[config.mk]
export PLATFORM = sky130hd
export DESIGN_NAME = exec_unit_top
export DESIGN_NICKNAME = d
export VERILOG_FILES = /design/src/rtl/exec_unit_pkg.sv /design/src/rtl/prim_alu.sv /design/src/rtl/logic_unit.sv /design/src/rtl/cond_eval.sv /design/src/rtl/exec_unit_top.sv
export SDC_FILE = /design/constraint.sdc
export NUM_CORES = 1
export LEC_CHECK = 0
export BUFFER_PORTS_ARGS = -buffer_cell sky130_fd_sc_hd__buf_4
export CORE_AREA = 2 2 79 111
export CTS_BUF_LIST = sky130_fd_sc_hd__clkbuf_2 sky130_fd_sc_hd__clkbuf_4 sky130_fd_sc_hd__clkbuf_8
export DETAILED_ROUTE_END_ITERATION = 10
export DIE_AREA = 0 0 81 113
export PLACE_DENSITY_LB_ADDON = 0.25
export SLEW_MARGIN = 20
export SYNTH_ARGS = -nofsm -noshare
export SYNTH_HDL_FRONTEND = slang
export SYNTH_SLANG_ARGS = --single-unit
[constraint.sdc]
create_clock -name clk -period 9.7 [get_ports clk]
set_input_delay 0.485 -clock clk [delete_from_list [all_inputs] [get_ports clk]]
set_output_delay 0.485 -clock clk [all_outputs]
set_load 0.01 [all_outputs]
[src/rtl/exec_unit_pkg.sv]
package exec_unit_pkg;
  typedef enum logic [1:0] {
    FN_ADD  = 2'b00,
    FN_SUB  = 2'b01,
    FN_NAND = 2'b10,
    FN_INC  = 2'b11
  } alu_fn_e;

  typedef enum logic [1:0] {
    CND_EQ   = 2'b00,
    CND_LT   = 2'b01,
    CND_GT   = 2'b10,
    CND_NONE = 2'b11
  } cond_e;
endpackage

[src/rtl/prim_alu.sv]
module prim_alu
  import exec_unit_pkg::*;
#(
  parameter int WIDTH = 32
) (
  input  logic [WIDTH-1:0] a,
  input  logic [WIDTH-1:0] b,
  input  alu_fn_e          fn,
  output logic [WIDTH-1:0] y
);
  localparam logic [WIDTH-1:0] ONE = {{(WIDTH-1){1'b0}}, 1'b1};

  // one adder shared by add, subtract and increment
  logic [WIDTH-1:0] addend;
  logic             cin;
  logic [WIDTH-1:0] sum;

  always_comb begin
    addend = b;
    cin    = 1'b0;
    unique case (fn)
      FN_SUB:  begin addend = ~b; cin = 1'b1; end
      FN_INC:  begin addend = ONE; cin = 1'b0; end
      default: begin addend = b;  cin = 1'b0; end
    endcase
  end

  assign sum = a + addend + {{(WIDTH-1){1'b0}}, cin};

  always_comb begin
    if (fn == FN_NAND) y = ~(a & b);
    else               y = sum;
  end
endmodule

[src/rtl/logic_unit.sv]
module logic_unit #(
  parameter int WIDTH = 32
) (
  input  logic [WIDTH-1:0] a,
  input  logic [WIDTH-1:0] b,
  input  logic             sel,
  output logic [WIDTH-1:0] y
);
  assign y = sel ? (a ^ b) : (a | b);
endmodule

[src/rtl/cond_eval.sv]
module cond_eval
  import exec_unit_pkg::*;
#(
  parameter int WIDTH = 32
) (
  input  logic [WIDTH-1:0] diff,
  input  logic             a_msb,
  input  logic             b_msb,
  input  cond_e            sel,
  output logic             hit
);
  localparam int MSB = WIDTH - 1;

  logic is_zero, ovf, neg;

  assign is_zero = (diff == '0);
  // subtraction overflows when operand signs differ and result sign differs from a
  assign ovf     = (a_msb != b_msb) && (diff[MSB] != a_msb);
  assign neg     = diff[MSB] ^ ovf;

  always_comb begin
    unique case (sel)
      CND_EQ:  hit = is_zero;
      CND_LT:  hit = neg;
      CND_GT:  hit = !neg && !is_zero;
      default: hit = 1'b0;
    endcase
  end
endmodule

[src/rtl/exec_unit_top.sv]
module exec_unit_top
  import exec_unit_pkg::*;
#(
  parameter int WIDTH = 32
) (
  input  logic             clk,
  input  logic             rst,
  input  logic [WIDTH-1:0] opa,
  input  logic [WIDTH-1:0] opb,
  input  logic [1:0]       alu_fn,
  input  logic             lu_sel,
  input  logic             drv_alu,
  input  logic             drv_lu,
  input  logic [1:0]       cond_sel,
  input  logic             cmp_load,
  output logic [WIDTH-1:0] bus_out,
  output logic             cmp_flag
);
  localparam int MSB = WIDTH - 1;

  logic [WIDTH-1:0] alu_res;
  logic [WIDTH-1:0] lu_res;
  logic             cond_hit;

  prim_alu #(.WIDTH(WIDTH)) u_alu (
    .a  (opa),
    .b  (opb),
    .fn (alu_fn_e'(alu_fn)),
    .y  (alu_res)
  );

  logic_unit #(.WIDTH(WIDTH)) u_lu (
    .a   (opa),
    .b   (opb),
    .sel (lu_sel),
    .y   (lu_res)
  );

  // primary unit wins when both enables are set
  always_comb begin
    if (drv_alu)     bus_out = alu_res;
    else if (drv_lu) bus_out = lu_res;
    else             bus_out = '0;
  end

  cond_eval #(.WIDTH(WIDTH)) u_cond (
    .diff  (bus_out),
    .a_msb (opa[MSB]),
    .b_msb (opb[MSB]),
    .sel   (cond_e'(cond_sel)),
    .hit   (cond_hit)
  );

  always_ff @(posedge clk) begin
    if (rst)           cmp_flag <= 1'b0;
    else if (cmp_load) cmp_flag <= cond_hit;
  end
endmodule

### Word level (Yosys, flattened, before mapping)

Index checks and enable logic that the tools add are counted.

| storage, ports and cells | value |
|---|---|
| output and inout bits | 33 |
| bits in registers | 1 |
| logic and storage cells | 29 |
| input bits | 74 |

| operators by class | value |
|---|---|
| eq/ne operators | 7 |
| add/subtract/negate cells | 2 |
| bitwise operators | 6 |
| muxes and demuxes | 7 |
| reductions and logical operators | 6 |

Operators by type and width:

| kind | number |
|---|---|
| 32-bit 2-to-1 mux | 4 |
| 32-bit inverter | 2 |
| 32-bit one-hot mux with 2 select lines | 1 |
| 32-bit by 1-bit adder with 32-bit output | 1 |
| 32-bit adder | 1 |
| 32-bit AND | 1 |
| 32-bit logical NOT | 1 |
| 32-bit OR | 1 |
| 32-bit bitwise XOR | 1 |
| 2-bit equality test, second input constant | 3 |
| 2-bit by 1-bit equality test with 1-bit output, second input constant | 2 |
| 1-bit one-hot mux with 3 select lines | 1 |
| 1-bit logical AND | 2 |
| 1-bit logical NOT | 2 |
| 2-bit logical NOT | 1 |
| 1-bit != test | 2 |
| 1-bit 2-to-1 mux | 1 |
| 1-bit bitwise XOR | 1 |

### Logic depth before layout (Yosys ltp)

Gate-level depths: netlist of run 1.

| depth | value |
|---|---|
| depth after elaboration | 12 |
| gate-level depth with buffers | 19 |
| gate-level depth less buffers | 18 |

### Hierarchy

A second synthesis of run 1 with hierarchy kept.

| second synthesis, totals | value |
|---|---|
| cells, all modules | 599 |
| area total of the unflattened synthesis | 4,035.1 µm² |

Modules (own cells, without submodules):

| module | sequential area each (µm²) | area an instance (µm²) | cells an instance | instances |
|---|---|---|---|---|
| prim_alu | 0.0 | 2,529.9 | 368 | 1 |
| logic_unit | 0.0 | 988.4 | 166 | 1 |
| exec_unit_top | 20.0 | 395.4 | 47 | 1 |
| cond_eval | 0.0 | 121.4 | 18 | 1 |

### Least setup slack after synthesis of run 1

OpenSTA, ideal clock, no wires.

| timing | value |
|---|---|
| path type | in2reg |
| start point | input alu_fn[0] |
| end point | register cmp_flag |
| path slack | 5.148 ns |
| data required time | 9.626 ns |
| cell stages on the path | 19 |
| arrival time | 4.478 ns |
| path buffers | 2 |
| setup time | 0.074 ns |
| cell sequence | clkbuf_1 > clkbuf_1 > nor2_1 > a21oi_1 > fa_1 > inv_1 > fa_1 > nand2b_1 > a211o_1 > a2111o_1 > nand3b_1 > xnor2_1 > o221ai_1 > nand4bb_1 > or4_1 > nor4b_2 > nand3_1 > o22a_1 > a31oi_1 |

| on the way | value |
|---|---|
| elaborated cells on any way between the ends | 17 |
| classes of those cells | 2 x add/sub; 4 x eq/ne; 5 x mux; 1 x bitwise; 5 x reduce/logical |

RTL lines:

| what | RTL line | RTL |
|---|---|---|
| from (decl) | exec_unit_top.sv:10 | `input logic [1:0] alu_fn,` |
| 2-bit equality test or 2-bit by 1-bit equality test with 1-bit output (tied branches) | prim_alu.sv:21 | `unique case (fn)` |
| 32-bit one-hot mux with 2 select lines | prim_alu.sv:21 |  |
| 32-bit adder | prim_alu.sv:28 | `assign sum = a + addend + {{(WIDTH-1){1'b0}}, cin};` |
| 32-bit by 1-bit adder with 32-bit output | prim_alu.sv:28 |  |
| 32-bit 2-to-1 mux (*) | prim_alu.sv:31 | `if (fn == FN_NAND) y = ~(a & b);` |
| 32-bit 2-to-1 mux (*) | exec_unit_top.sv:41 | `if (drv_alu) bus_out = alu_res;` |
| net bus_out[14] | exec_unit_top.sv:16 | `output logic [WIDTH-1:0] bus_out,` |
| 32-bit logical NOT (*) | cond_eval.sv:16 | `assign is_zero = (diff == '0);` |
| 1-bit logical NOT | cond_eval.sv:25 | `CND_GT: hit = !neg && !is_zero;` |
| 1-bit logical AND | cond_eval.sv:25 |  |
| 1-bit one-hot mux with 3 select lines (*) | cond_eval.sv:22 | `unique case (sel)` |
| to (signal assigned) | exec_unit_top.sv:56 | `else if (cmp_load) cmp_flag <= cond_hit;` |
| to (decl) | exec_unit_top.sv:17 | `output logic cmp_flag` |

Mark *: on every way through the listed nets, which the timed path passes. The rest lies on a longest branch.
A chain may end at the register's enable or synchronous reset.

### Worst setup path in the final report of run 1

| timing | value |
|---|---|
| start point | input alu_fn[0] |
| end point | register cmp_flag |

| on the way | value |
|---|---|
| cells in the longest elaborated chain, start to end | 12 |
| elaborated cells on any way between the ends | 17 |
| classes of those cells | 2 x add/sub; 4 x eq/ne; 5 x mux; 1 x bitwise; 5 x reduce/logical |

RTL lines:

| what | RTL line | RTL |
|---|---|---|
| 2-bit equality test or 2-bit by 1-bit equality test with 1-bit output (tied branches) | prim_alu.sv:21 |  |
| 32-bit one-hot mux with 2 select lines | prim_alu.sv:21 |  |
| 32-bit adder | prim_alu.sv:28 |  |
| 32-bit by 1-bit adder with 32-bit output | prim_alu.sv:28 |  |
| 32-bit 2-to-1 mux (*) | prim_alu.sv:31 |  |
| 32-bit 2-to-1 mux (*) | exec_unit_top.sv:41 |  |
| 1-bit != test | cond_eval.sv:18 | `assign ovf = (a_msb != b_msb) && (diff[MSB] != a_msb);` |
| 1-bit logical AND | cond_eval.sv:18 |  |
| 1-bit bitwise XOR | cond_eval.sv:19 | `assign neg = diff[MSB] ^ ovf;` |
| 1-bit logical NOT | cond_eval.sv:25 |  |
| 1-bit logical AND | cond_eval.sv:25 |  |
| 1-bit one-hot mux with 3 select lines (*) | cond_eval.sv:22 |  |

Every way passes the cells marked *; elsewhere a longest branch is shown, timed or not.

==> impl_metrics.yaml, run 1 <==
status:
  status: "finished, final reports clean"
worst_setup_path:
  r2r_end: "cmp_flag$_SDFFE_PP0P_"
  cp_cell_sequence: "buf_4 -> nand2b_2 -> inv_1 -> a21oi_1 -> fa_1 -> inv_1 -> fa_1 -> nand2b_1 -> a211o_1 -> a2111o_1 -> nand3b_1 -> a21oi_1 -> o31ai_1 -> xor2_1 -> a2111oi_0 -> o2111a_1 -> nand3_1 -> o22a_1 -> a31oi_1"
  required_ps: 9620
  crit_buf_inv: 3
  crit_path_start: "alu_fn[0]"
  crit_path_max_fanout: 39
  crit_path_top_delay_cell: "a2111oi_0"
  crit_family: "compound AO/OA/AOI/OAI gates"
  r2r_start: "cmp_flag$_SDFFE_PP0P_"
  r2r_setup_slack_ps: 9070
  setup.worst_path.end_class: "flip-flop"
  reg2regPathDepth: 2
  max_stage_delay_ps: 620
  cp-start-kind: "primary input"
  path_class: "in -> reg"
  cp_data_arrival_time_ps: 5590
global_routing:
  antenna_found_initial: 0
  gr-total-overflow: 0
  grt.total_usage_pct: 28.9
  grt_pass1_vias: 4934
  grt_pass1_wl_um: 21800
  grt_max_degree: 65
synth:
  seq_area_frac_synth_pct: 0.455
  synth-edff-count: 0
  netlist_instances: 643
  synthDistinctLibCells: 67
  synth.most_common_cell: "ha_1"
  syn-num-nets: 813
  async_flop_share_pct: 0
  netlist_area_um2: 4400
  ys.flop_type: "dfxtp_1"
  synthTopCellsByCount: "ha_1 (94), inv_1 (77), nand2_1 (59)"
  yosysTopAreaCell: "ha_1"
  syn_avg_cell_area_um2: 6.85
  synth_area_leaders: "ha_1 (27%), mux2i_1 (8.0%), a21oi_1 (6.6%), inv_1 (6.6%), nand2_1 (5.0%)"
  yosys_warnings: 0
  ys_ff_latch: 1
  yosysTopAreaCellShare_pct: 26.7
final_layout:
  nets: 888
  diodes: 0
  area.growth.synth_to_final_pct: 17.8
  largest_reg_flops: 1
  regMostFlops: "cmp_flag"
  top_regs: "cmp_flag (1)"
  final_util_pct: 64.1
  drive_gt1_share_pct: 17.7
  fillers: 797
clock_tree:
  cts_setup_buffers: 0
  post_cts_resized: 0
  insertion_delay_ps: 0
  cts_hold_repair.buffers: 0
  clk_pin_slew_worst_paths_ps: 0
timing:
  fin_crit_ps: 5670
  slew_violations: 0
  relSlewSlack_pct: 36.4
  fin_skew_ps: 0
  tns_ps: 0
  hold_viol: 0
  setup_viol: 0
  max_freq_mhz: 177
  period_share_pct: 58.4
  rsz0062_at_grt: "false"
  worst_pin_slew_ps: 950
placement:
  gp_congestion: 1.00
  dp.final_hpwl_um: 10900
  portBuffers: 106
route:
  dr.pass1.iters: 5
  viasPerCell: 6.15
  drt_drc_violations_left: 0
  vias: 5030
  drt_iter0_markers: 256
  wl_per_cell_um: 16.9
  routed_wl_um: 13800
  postRouteAntennaNets: 0
die:
  coreArea_um2: 8100
  die_y_um: 113
  die_w_um: 81
  row_count: 39
  start_util_pct: 54.4
  die_area_um2: 9150
  ioPinCount: 107
hold_path:
  hp-class: "reg -> reg"
  holdPathStages: 2
  hold_start: "cmp_flag$_SDFFE_PP0P_"
  min_to: "cmp_flag$_SDFFE_PP0P_"
power_and_ir_drop:
  power.total_uw: 355
  ir_drop_uv: 38.8
  p_per_area_nw_per_um2: 68.4
  p_leak_nw: 2.77
flow_run:
  maxCapViolCount: 0
-- layout by cell type, fill, tap and decap left out, types with 4 or more instances in the layout --
cell / Yosys / final
a21o_1: 18 / 18
a21oi_1: 58 / 58
a31o_2: 5 / 5
a31oi_1: 10 / 10
and2_1: 4 / 4
and3_1: 4 / 4
buf_4: 0 / 107
ha_1: 94 / 94
inv_1: 77 / 77
mux2i_1: 35 / 35
nand2_1: 59 / 59
nand2b_1: 9 / 8
nand3_1: 21 / 21
nand4_1: 5 / 5
nor2_1: 42 / 42
nor2b_1: 6 / 5
nor3_1: 10 / 10
o211ai_1: 5 / 5
o21a_1: 4 / 4
o21ai_0: 36 / 36
o221ai_1: 7 / 7
o22ai_1: 12 / 12
o31ai_1: 4 / 4
or3_1: 9 / 9
xnor2_1: 10 / 10
xor2_1: 7 / 7
-- power by group --
group          switching, mW  internal [mW]
registers           0.000178        0.00451
logic                  0.198          0.152
clock network              0              0
total                  0.198          0.157
-- worst reg2reg max path, delay by kind of cell, from the launching register on --
kind	cells	cell delay [ps]
flops	1	290
compound gates	2	210
-- worst max path at each step --
stage	depth (start not counted)	slack [ps]	endpoint
6_report	19	4030	cmp_flag$_SDFFE_PP0P_
5_1_grt	19	3700	cmp_flag$_SDFFE_PP0P_
4_1_cts	19	4110	cmp_flag$_SDFFE_PP0P_
3_5_place_dp	19	4150	cmp_flag$_SDFFE_PP0P_
3_3_place_gp	19	3880	cmp_flag$_SDFFE_PP0P_
2_1_floorplan	19	5150	cmp_flag$_SDFFE_PP0P_
-- metrics by stage --
step	hold slack [ps]	cell area, um2	setup WS [ps]	instances
6_report	553	5190	4030	818
5_1_grt	575	5190	3700	818
4_1_cts	562	5190	4110	818
3_5_place_dp	561	5190	4150	818
3_3_place_gp	509	5190	3880	818
2_1_floorplan	535	4400	5150	643
-- cells by family after synthesis --
kind of cell               after synthesis  synth area share, %
xor gates and xnor gates                17                 3.38
AOI/OAI and AO/OA                      195                 29.7
and+or+nand+nor                        188                 20.9
buffers and inverters                  111                 10.0
adders and majority gates               96                 27.6
DFF                                      1                0.455
muxes                                   35                 7.95
-- layer usage --
metal / up-vias / share of wire [%] / GRT usage (%)
met2: 169 / 53 / 57.0
met4: 0 / 3.9 / 10.3
met5: - / 0 / 0
met3: 45 / 4.6 / 2.23
li1: 2452 / - / -
met1: 2364 / 38 / 30.7
-- area by class of cell --
cell class | count | area (um2) | share of cell area (%)
multi-input combinational | 531 | 3950 | 76.1
timing repair buffer | 107 | 803 | 15.5
sequential | 1 | 20.0 | 0.386
inverter | 77 | 289 | 5.57
tap | 102 | 128 | 2.46
(Power assumes the default switching activity.)
==> run 2: changes to the inputs <==
--- a/config.mk
+++ b/config.mk
@@ -5,11 +5,12 @@
 export SDC_FILE = /design/constraint.sdc
 export NUM_CORES = 1
 export LEC_CHECK = 0
+export ABC_AREA = 1
 export BUFFER_PORTS_ARGS = -buffer_cell sky130_fd_sc_hd__buf_4
-export CORE_AREA = 2 2 79 111
+export CORE_AREA = 2 2 87 123
 export CTS_BUF_LIST = sky130_fd_sc_hd__clkbuf_2 sky130_fd_sc_hd__clkbuf_4 sky130_fd_sc_hd__clkbuf_8
 export DETAILED_ROUTE_END_ITERATION = 10
-export DIE_AREA = 0 0 81 113
+export DIE_AREA = 0 0 89 125
 export PLACE_DENSITY_LB_ADDON = 0.25
 export SLEW_MARGIN = 20
 export SYNTH_ARGS = -nofsm -noshare
==> constraint.sdc (replaced) <==
create_clock -name clk -period 5.2 [get_ports clk]
set_input_delay 0.26 -clock clk [delete_from_list [all_inputs] [get_ports clk]]
set_output_delay 0.26 -clock clk [all_outputs]
set_load 0.01 [all_outputs]
==> run 2 against run 1 <==
Synthesized area rose by 18%. Power is 92% higher. Setup slack worse by 3100 ps. Die area is 22% higher. Synthesized cell count rose by 63%. Wire length grew 21%. Combinational power up 92%. Final area is 17% higher. Clock skew unchanged. Utilization shrank 4.1 points. Global-route usage increased by 0.85 points. Critical endpoint unchanged.
==> impl_metrics.yaml, run 2 <==
die:
  ioPinCount: 107
  start_util_pct: 51.3
  die_y_um: 125
  coreArea_um2: 10100
  die_w_um: 89
  die_area_um2: 11100
  row_count: 44
final_layout:
  final_common_cell: "nand2_1"
  final_area_um2: 6070
  diodes: 0
  regMostFlops: "cmp_flag"
  nets: 1306
  top_regs: "cmp_flag (1)"
  layout_common_cells: "nand2_1 (391), inv_1 (233), buf_4 (106)"
  area.growth.synth_to_final_pct: 16.9
  drive_gt1_share_pct: 10.6
  largest_reg_flops: 1
global_routing:
  grt_max_degree: 64
  gr-total-overflow: 0
  antenna_found_initial: 0
  grt.total_usage_pct: 29.7
  grt_pass1_vias: 5927
  grt_pass1_wl_um: 26600
route:
  routed_wl_um: 16700
  postRouteAntennaNets: 0
  vias: 6372
  dr.pass1.iters: 7
  drt_drc_violations_left: 0
  viasPerCell: 5.01
  drt_iter0_markers: 304
  wl_per_cell_um: 13.1
timing:
  fin_skew_ps: 0
  max_freq_mhz: 236
  layout_setup_ws_ps: 969
  slew_violations: 0
  setup_viol: 0
  tns_ps: 0
  worst_pin_slew_ps: 959
  fin_crit_ps: 4230
  period_share_pct: 81.4
  relSlewSlack_pct: 36.0
  rsz0062_at_grt: "false"
  hold_viol: 0
  hold_slack_ps: 419
worst_setup_path:
  cp-start-kind: "primary input"
  crit_path_start: "alu_fn[0]"
  setup.worst_path.end_class: "flip-flop"
  crit_path_max_fanout: 33
  required_ps: 5130
  path_class: "in -> reg"
  r2r_start: "cmp_flag$_SDFFE_PP0P_"
  cp_data_arrival_time_ps: 4160
hold_path:
  hp-class: "in -> reg"
  hold_start: "rst"
synth:
  yosys_warnings: 0
  synth_area_leaders: "nand2_1 (28%), ha_1 (23%), inv_1 (17%), nand3_1 (6.7%), a21oi_1 (5.3%)"
  yosysTopAreaCell: "nand2_1"
  synthDistinctLibCells: 32
  syn_avg_cell_area_um2: 4.95
  netlist_instances: 1050
  synth-edff-count: 0
  async_flop_share_pct: 0
  yosysTopAreaCellShare_pct: 28.3
  ys_ff_latch: 1
  seq_area_frac_synth_pct: 0.386
  syn-num-nets: 1220
  synth.most_common_cell: "nand2_1"
  synthTopCellsByCount: "nand2_1 (391), inv_1 (233), ha_1 (94)"
  ys.flop_type: "dfxtp_1"
  netlist_area_um2: 5190
clock_tree:
  clk_pin_slew_worst_paths_ps: 0
  cts_setup_buffers: 0
  insertion_delay_ps: 0
  post_cts_resized: 0
  cts_hold_repair.buffers: 0
placement:
  portBuffers: 106
  dpl-instance-area_um2: 6070
  gp_congestion: 0.947
  pre_cts_ws_ps: 1030
  dp.final_hpwl_um: 14000
status:
  status: "finished, final reports clean"
power_and_ir_drop:
  power.total_uw: 680
  ir_drop_uv: 77.5
  p_leak_nw: 3.99
  p_per_area_nw_per_um2: 112
flow_run:
  maxCapViolCount: 0
-- run 2: changes by cell type after synthesis, sizes merged, moves of 20 or more --
cell   change
o21ai     +20
nand2    +334
mux2i     -35
nand3     +48
inv      +163
nor2      +33
-- run 2: logic make-up after synthesis --
logic type      Yosys count  share of synthesized area, %
compound gates          126                          12.8
xor+xnor                  2                         0.337
fa+ha+maj                96                          23.4
buf+inv                 263                          19.2
flops                     1                         0.386
simple gates            562                          43.8
-- run 2: final timing paths --
path,end,slack (ps),depth (start not counted)
worst max-delay path,cmp_flag$_SDFFE_PP0P_,970,26
worst max register to register,cmp_flag$_SDFFE_PP0P_,4640,2
worst min-delay path,cmp_flag$_SDFFE_PP0P_,420,2
worst min register to register,cmp_flag$_SDFFE_PP0P_,470,2
-- run 2: area by class of cell --
cell class | instances | area (um2)
Fill cell | 1127 | 4060
Tap cell | 138 | 173
Multi-Input combinational cell | 786 | 4180
Timing Repair Buffer | 106 | 796
Inverter | 241 | 905
Sequential cell | 1 | 20.0
-- run 2: power breakdown --
group / switching (mW) / internal, mW / leakage, nW
Combinational: 0.421 / 0.251 / 3.98
Clock: 0 / 0 / 0
Sequential: 0.000283 / 0.00844 / 0.00822
-- run 2: metal layers --
| metal | up-vias | track usage, % | routed length (um) |
|---|---|---|---|
| met5 | - | 0 | 0 |
| met4 | 0 | 15.1 | 938 |
| met3 | 48 | 1.32 | 791 |
| met2 | 210 | 57.5 | 8880 |
| met1 | 2737 | 30.8 | 6100 |
| li1 | 3377 | - | - |
-- run 2: metrics by stage --
step | utilization (%) | std cells
final | 59.9 | 1272
after floorplan | - | 1050
after global routing | 59.9 | 1272
after global placement | 59.9 | 1272
after detailed placement | 59.9 | 1272
after CTS | 59.9 | 1272
-- run 2: worst max-delay path, cell delays in order --
cell	delay, ps
buf_4	310
inv_2	120
nor2_4	600
o21ai_0	220
fa_1	510
inv_1	110
fa_1	170
inv_1	70
nand2_1	80
nand2_1	70
and2_1	160
nand2_1	60
nand2_1	50
o21bai_1	150
nand2_1	80
nor2_1	120
nand2_1	60
nor2_1	140
nand2_1	100
nor2_1	130
nand2_1	60
nor2_1	110
nand2_1	90
a21oi_1	140
nand2_1	80
a21oi_2	100
==> run 3: changes to the inputs <==
--- a/config.mk
+++ b/config.mk
@@ -5,12 +5,12 @@
 export SDC_FILE = /design/constraint.sdc
 export NUM_CORES = 1
 export LEC_CHECK = 0
-export ABC_AREA = 1
+export ABC_AREA = 0
 export BUFFER_PORTS_ARGS = -buffer_cell sky130_fd_sc_hd__buf_4
-export CORE_AREA = 2 2 87 123
+export CORE_AREA = 2 2 79 111
 export CTS_BUF_LIST = sky130_fd_sc_hd__clkbuf_2 sky130_fd_sc_hd__clkbuf_4 sky130_fd_sc_hd__clkbuf_8
 export DETAILED_ROUTE_END_ITERATION = 10
-export DIE_AREA = 0 0 89 125
+export DIE_AREA = 0 0 81 113
 export PLACE_DENSITY_LB_ADDON = 0.25
 export SLEW_MARGIN = 20
 export SYNTH_ARGS = -nofsm -noshare
==> constraint.sdc (replaced) <==
create_clock -name clk -period 4.2 [get_ports clk]
set_input_delay 0.21 -clock clk [delete_from_list [all_inputs] [get_ports clk]]
set_output_delay 0.21 -clock clk [all_outputs]
set_load 0.01 [all_outputs]
==> run 3 against run 2 <==
First-iteration DRC count shrank 14%. Power up 36%. Final area decreased by 6.3%. Flip-flop and latch count stayed put. Via count fell by 17%. Cell count fell by 32%. Combinational power is 36% higher. Global-route usage barely moved. Setup slack got worse by 900 ps. Critical path depth is 8 lower. Largest power group unchanged. Register-to-register slack worse by 1000 ps. Clock skew unchanged.
==> impl_metrics.yaml, run 3 (synthesis results as in run 1) <==
die:
  coreArea_um2: 8100
  ioPinCount: 107
  die_w_um: 81
  row_count: 39
  die_y_um: 113
  start_util_pct: 54.4
  die_area_um2: 9150
clock_tree:
  clk_pin_slew_worst_paths_ps: 0
  insertion_delay_ps: 0
power_and_ir_drop:
  p_leak_nw: 3.01
  p_per_area_nw_per_um2: 162
  ir_drop_uv: 93.4
  power.total_uw: 924
route:
  postRouteAntennaNets: 0
  vias: 5257
  wl_per_cell_um: 16.4
  dr.pass1.iters: 5
  drt_drc_violations_left: 0
  routed_wl_um: 14100
  viasPerCell: 6.10
  drt_iter0_markers: 261
worst_setup_path:
  crit_buf_inv: 4
  cp_cell_sequence: "buf_6 -> nand2b_4 -> buf_4 -> buf_4 -> mux2i_1 -> ha_1 -> buf_4 -> nand4_1 -> o21ai_1 -> or3_1 -> a31o_4 -> a2111oi_4 -> nand4bb_1 -> or4_4 -> nor4b_2 -> nand3_1 -> o22a_1 -> a31oi_1"
  max_stage_delay_ps: 440
  setup.worst_path.end_class: "flip-flop"
  crit_path_max_fanout: 15
  critical_path.most_common_cell: "buf_4"
  crit_path_top_delay_cell: "or4_4"
  required_ps: 4120
  path_class: "in -> reg"
  r2r_start: "cmp_flag$_SDFFE_PP0P_"
  r2r_end: "cmp_flag$_SDFFE_PP0P_"
  crit_family: "simple AND/OR/NAND/NOR gates"
  reg2regPathDepth: 2
  cp_data_arrival_time_ps: 4050
  r2r_setup_slack_ps: 3620
  cp-start-kind: "primary input"
global_routing:
  grt_max_degree: 44
  grt.total_usage_pct: 29.8
  antenna_found_initial: 0
  grt_pass1_wl_um: 22500
  grt_pass1_vias: 5096
  gr-total-overflow: 0
final_layout:
  final_common_cell: "buf_4"
  layout_common_cells: "buf_4 (148), ha_1 (94), inv_1 (75)"
  final_util_pct: 70.2
  area.growth.synth_to_final_pct: 29.1
  nets: 932
  largest_reg_flops: 1
  diodes: 0
  regMostFlops: "cmp_flag"
  top_regs: "cmp_flag (1)"
  drive_gt1_share_pct: 25.4
timing:
  slew_violations: 0
  rsz0062_at_grt: "true"
  setup_viol: 0
  max_freq_mhz: 242
  relSlewSlack_pct: 50.9
  fin_crit_ps: 4130
  worst_pin_slew_ps: 729
  period_share_pct: 98.3
  hold_viol: 0
  layout_setup_ws_ps: 70.8
  fin_skew_ps: 0
placement:
  dp.final_hpwl_um: 11400
  pre_cts_ws_ps: -122
  gp_congestion: 1.03
  portBuffers: 106
flow_run:
  maxCapViolCount: 0
status:
  status: "finished, final reports clean"
hold_path:
  holdPathStages: 2
  hold_start: "cmp_load"
  min_to: "cmp_flag$_SDFFE_PP0P_"
  hp-class: "in -> reg"
run 3: cell types whose count changed in the layout (fill, tap and decap cells not counted), sizes merged, moves of 10 or more:
cell	change
o22ai	+12
o21ai	-20
a21o	+16
xnor2	+10
nand3	-48
nand2	-334
mux2i	+35
buf	+45
nor2	-33
inv	-163
a31oi	+10
run 3: layout make-up:
cell class / instances / area, um2
multi-input cells: 531 / 4100
inverters: 77 / 292
fillers: 729 / 2410
flip-flops and latches: 1 / 20.0
well taps: 102 / 128
repair buffers: 151 / 1140
run 3: routing by layer:
| metal | up-vias | GRT usage [%] | share of wire [%] |
|---|---|---|---|
| li1 | 2547 | - | - |
| met1 | 2455 | 31.5 | 37 |
| met2 | 202 | 59.8 | 54 |
| met3 | 53 | 1.67 | 4.6 |
| met4 | 0 | 9.83 | 3.9 |
| met5 | - | 0 | 0 |
run 3: stage by stage:
| stage | cells | hold slack, ps | setup TNS, ps | instance area, um2 |
|---|---|---|---|---|
| floorplan | 643 | 309 | 0 | 4410 |
| global placement | 852 | 404 | -102 | 5440 |
| detailed placement | 852 | 408 | -122 | 5440 |
| CTS | 854 | 408 | 0 | 5480 |
| global route | 862 | 439 | -139 | 5690 |
| finish | 862 | 414 | 0 | 5690 |
run 3: repair_timing:
action	in CTS	in global routing
gates resized for setup	8	30
setup buffers	2	8
cloned	0	0
pin swaps	2	24
hold buffers	0	0
setup endpoints to repair	1	1
run 3: worst max-delay path by stage:
stage                          from               endpoint  slack [ps]  cells after the start
after global placement    alu_fn[1]  cmp_flag$_SDFFE_PP0P_        -100                     20
after global routing      alu_fn[1]  cmp_flag$_SDFFE_PP0P_        -140                     18
after CTS                 alu_fn[1]  cmp_flag$_SDFFE_PP0P_         0.9                     19
after floorplan           alu_fn[0]  cmp_flag$_SDFFE_PP0P_         110                     19
after detailed placement  alu_fn[0]  cmp_flag$_SDFFE_PP0P_        -120                     19
final                     alu_fn[1]  cmp_flag$_SDFFE_PP0P_          70                     18
run 3: report_power, final:
group,switching [mW],leakage [nW],total (mW),internal (mW)
sequential,0.000318,0.00828,0.0107,0.0104
combinational,0.490,3.00,0.913,0.423
clock,0,0,0,0
